## src/rtl/pts_pkg.sv

```systemverilog
package pts_pkg;
   localparam int unsigned PTS_TERMS = 5;

   typedef enum logic [2:0] {
      ROLE_XOR  = 3'd0,
      ROLE_CLK  = 3'd1,
      ROLE_CEIN = 3'd2,
      ROLE_INIT = 3'd3,
      ROLE_OE   = 3'd4
   } pts_role_e;

   typedef struct packed {
      logic xor_opnd;
      logic clk;
      logic ce;
      logic init_a;
      logic init_b;
      logic oe;
   } pts_ctl_t;

   localparam pts_ctl_t PTS_CTL_IDLE = '{xor_opnd: 1'b0, clk: 1'b0, ce: 1'b1,
                                        init_a: 1'b0, init_b: 1'b0, oe: 1'b0};
endpackage

```

## src/rtl/pts_term_split.sv

```systemverilog
module pts_term_split (
   input  logic term_val,
   input  logic to_ctl,
   output logic logic_part,
   output logic ctl_part
);
   always_comb begin
      logic_part = term_val & ~to_ctl;
      ctl_part   = term_val &  to_ctl;
   end
endmodule

```

## src/rtl/pts_or_sum.sv

```systemverilog
module pts_or_sum #(
   parameter int unsigned WIDTH = 5
) (
   input  logic [WIDTH-1:0] terms,
   output logic             sum
);
   localparam int unsigned LVLS = (WIDTH <= 1) ? 1 : $clog2(WIDTH);
   localparam int unsigned PADW = 1 << LVLS;

   logic [PADW-1:0] padded;
   always_comb begin
      padded = '0;
      padded[WIDTH-1:0] = terms;
   end

   // Balanced reduction tree, one stage per level.
   logic [PADW-1:0] stage [LVLS+1];
   assign stage[0] = padded;

   for (genvar l = 0; l < LVLS; l++) begin : g_lvl
      localparam int unsigned N = PADW >> (l + 1);
      for (genvar i = 0; i < PADW; i++) begin : g_node
         if (i < N) begin : g_or
            assign stage[l+1][i] = stage[l][2*i] | stage[l][2*i+1];
         end else begin : g_zero
            assign stage[l+1][i] = 1'b0;
         end
      end
   end

   assign sum = stage[LVLS][0];
endmodule

```

## src/rtl/pts_ctl_map.sv

```systemverilog
module pts_ctl_map
   import pts_pkg::*;
#(
   parameter int unsigned TERMS = 5
) (
   input  logic [TERMS-1:0] ctl_val,
   input  logic [TERMS-1:0] ctl_en,
   input  logic             ce_sel,
   input  logic             glb_clk,
   output pts_ctl_t         ctl
);
   logic use_ce;
   logic use_init;

   always_comb begin
      use_ce   = ctl_en[ROLE_CEIN] &  ce_sel;
      use_init = ctl_en[ROLE_CEIN] & ~ce_sel;

      ctl = PTS_CTL_IDLE;
      ctl.clk = glb_clk;
      if (ctl_en[ROLE_XOR])  ctl.xor_opnd = ctl_val[ROLE_XOR];
      if (ctl_en[ROLE_CLK])  ctl.clk      = ctl_val[ROLE_CLK];
      if (use_ce)            ctl.ce       = ctl_val[ROLE_CEIN];
      if (use_init)          ctl.init_a   = ctl_val[ROLE_CEIN];
      if (ctl_en[ROLE_INIT]) ctl.init_b   = ctl_val[ROLE_INIT];
      if (ctl_en[ROLE_OE])   ctl.oe       = ctl_val[ROLE_OE];
   end
endmodule

```

## src/rtl/pts_allocator.sv

```systemverilog
module pts_allocator
   import pts_pkg::*;
#(
   parameter int unsigned NUM_TERMS = 5
) (
   input  logic [NUM_TERMS-1:0] pt_in,
   input  logic [NUM_TERMS-1:0] steer_ctl,
   input  logic                 ce_sel,
   input  logic                 glb_clk,
   output logic                 or_bypass,
   output logic                 or_to_alloc,
   output logic                 xor_opnd,
   output logic                 mc_clk,
   output logic                 mc_ce,
   output logic                 mc_init_a,
   output logic                 mc_init_b,
   output logic                 mc_oe
);
   if (NUM_TERMS != PTS_TERMS) begin : g_bad_terms
      $error("pts_allocator: NUM_TERMS must equal five, one term per control role");
   end

   logic [NUM_TERMS-1:0] logic_terms;
   logic [NUM_TERMS-1:0] ctl_terms;
   logic                 sum;
   pts_ctl_t             ctl;

   for (genvar k = 0; k < NUM_TERMS; k++) begin : g_term
      pts_term_split u_split (
         .term_val  (pt_in[k]),
         .to_ctl    (steer_ctl[k]),
         .logic_part(logic_terms[k]),
         .ctl_part  (ctl_terms[k])
      );
   end

   pts_or_sum #(.WIDTH(NUM_TERMS)) u_or (
      .terms(logic_terms),
      .sum  (sum)
   );

   pts_ctl_map #(.TERMS(NUM_TERMS)) u_map (
      .ctl_val(ctl_terms),
      .ctl_en (steer_ctl),
      .ce_sel (ce_sel),
      .glb_clk(glb_clk),
      .ctl    (ctl)
   );

   assign or_bypass   = sum;
   assign or_to_alloc = sum;
   assign xor_opnd    = ctl.xor_opnd;
   assign mc_clk      = ctl.clk;
   assign mc_ce       = ctl.ce;
   assign mc_init_a   = ctl.init_a;
   assign mc_init_b   = ctl.init_b;
   assign mc_oe       = ctl.oe;
endmodule

```

## config.mk

```make
export PLATFORM = sky130hd
export DESIGN_NAME = pts_allocator
export DESIGN_NICKNAME = d
export VERILOG_FILES = /design/src/rtl/pts_pkg.sv /design/src/rtl/pts_term_split.sv /design/src/rtl/pts_or_sum.sv /design/src/rtl/pts_ctl_map.sv /design/src/rtl/pts_allocator.sv
export SDC_FILE = /design/constraint.sdc
export NUM_CORES = 1
export LEC_CHECK = 0
export CORE_AREA = 4 4 41 43
export DETAILED_ROUTE_END_ITERATION = 10
export DIE_AREA = 0 0 45 47
export DONT_BUFFER_PORTS = 1
export PLACE_DENSITY = 0.3
export SYNTH_ARGS = -nofsm -noshare
export SYNTH_HDL_FRONTEND = slang
export SYNTH_HIERARCHICAL = 1
export SYNTH_SLANG_ARGS = --single-unit
```

## constraint.sdc

```tcl
create_clock -name vclk -period 2.33
set_clock_uncertainty 0.2 [all_clocks]
set_input_delay 0.3495 -clock vclk [all_inputs]
set_output_delay 0.3495 -clock vclk [all_outputs]
set_load 0.005 [all_outputs]
```

==> results_dict.tcl <==
set metrics [dict create \
    status "complete, no violations" \
    synth_nets 32 \
    ios 20 \
    cts_setup_buffers 0 \
    period_minus_slack_ns 1.439 \
    antenna_found_initial 0 \
    fmax_ghz 0.6948 \
    fp.dieW_um 45 \
    maxCapViolations 0 \
    routed_via_density 3.794 \
    worst-setup-path-type "in -> out" \
    grt_max_degree 5 \
    cp_data_arrival_time_ns 0.89 \
    syn_to_final_growth_pct 7.438 \
    drt-initial-drc-count 0 \
    port-buffer-count 0 \
    synth_warnings 6 \
    comb_power_share 1.000 \
    num-clock-buffers 0 \
    nets 33 \
    fin_setup_tns_ns 0 \
    ir_drop_uv 25.81 \
    grt_pass1_wl_um 510 \
    coreArea_um2 1301 \
    final-setup-viol-count 0 \
    yosysSeqAreaShare 0 \
    nFillCells 168 \
    num_rows 13 \
    synth.largest_area_cell "and2b_2" \
    grt_pass1_vias 141 \
    start_util 0.1163 \
    synthTopCellsByArea "and2b_2 29%, and2_2 25%, and2_1 12%, mux2_4 9.9%, and3b_1 5.8%" \
    startpoint_type "input port" \
    synth_cells 20 \
    internal_power_mw 0.01211 \
    p_sw_frac 0.3716 \
    syn_area_per_cell_um2 7.570 \
    end_kind "output pin" \
    path_max_fanout 3 \
    routed_wirelength_um 350 \
    drive_above_1_share 0.5789 \
    fin_crit_sh 0.6177 \
    hold_buffers 0 \
    p_leak_nw 0.07252 \
    gp_congestion 0.6059 \
    p_clk_frac 0 \
    dieArea_um2 2115 \
    required_ns 1.78 \
    yosysTopAreaCellShare 0.2893 \
    cts_resized 0 \
    powerDensity_nw_per_um2 118.4 \
    antennaDiodeCount 0 \
    grtUsageTotal 0.03068 \
    drc_errors 0 \
    hold_viol 0 \
    dr.pass1.iters 1 \
    seq_area_um2 0 \
    wl_per_cell_um 10.29 \
    synth.cell_area_um2 151.4 \
    die_y_um 47 \
    power_frac_seq 0 \
    yosys.cell_types.count 10 \
    slew_violations 0 \
    total_power_mw 0.01926 \
    rsz0062_at_grt "false" \
    tightest_slew_ns 0.1744 \
    routed-via-count 129 \
    ant_nets 0 \
    nFlopsAndLatches 0 \
    min_path_type "in -> out" \
    grt_overflow 0 \
    hpwl_um 333.6 \
    relSlewSlack 0.8828 \
    p_switching_mw 0.007158 \
]
-- cells by family (layout without fill, tap and decap cells) --
group,Yosys count,after routing,synth area share
buf+inv,1,0,0.04961
mux,1,1,0.09914
simple gates,18,18,0.8512
-- Yosys cell counts --
master / count
and2b_2: 5
and3b_1: 1
buf_4: 1
and2_1: 3
nand2_1: 1
nor3_1: 1
and2_2: 5
nor2_1: 1
mux2_4: 1
nand3b_1: 1
-- power by group through the flow --
stage	sequential (mW)	combinational [mW]	clock, mW
6_report	0	0.0193	0
5_1_grt	0	0.0215	0
4_1_cts	0	0.0198	0
3_5_place_dp	0	0.0197	0
3_3_place_gp	0	0.0195	0
2_1_floorplan	0	0.0189	0
-- worst max-delay path, cell delays in order --
cell     delay (ns)
and2b_2        0.19
nor3_1         0.20
nand2_1        0.16
-- stage by stage --
stage	util	hold WS (ns)	setup slack [ns]	instance area (µm²)	std cells
after floorplan	-	0.5690	0.8462	151.4	20
after global placement	0.1250	0.5819	0.8731	162.7	34
after detailed placement	0.1250	0.5764	0.8746	162.7	34
after CTS	0.1250	0.5764	0.8720	162.7	34
after global routing	0.1250	0.5814	0.8023	162.7	34
final	0.1250	0.5740	0.8908	162.7	34
-- worst paths after layout --
kind                     start          end  slack, ns  cells after the start
hold / removal    steer_ctl[2]        mc_ce       0.57                      1
setup / recovery  steer_ctl[1]  or_to_alloc       0.89                      3
-- routing by layer --
layer,global-route usage,part of all wire,up-vias
li1,-,-,61
met1,0.03596,0.33,49
met2,0.05932,0.38,19
met3,0.007663,0.28,0
met4,0,0,0
met5,0,0,-
-- cell type report --
| cell class | instances | area (µm²) | area share |
|---|---|---|---|
| multi-input cells | 19 | 143.9 | 0.8846 |
| well taps | 15 | 18.77 | 0.1154 |
-- placed cells by master (no fill, tap or decap) --
cell	instances
and2b_2	5
and2_2	5
and2_1	3
and3b_1	1
nand3b_1	1
mux2_4	1
nor2_1	1
nor3_1	1
nand2_1	1
Power figures use the tool's default switching activity.
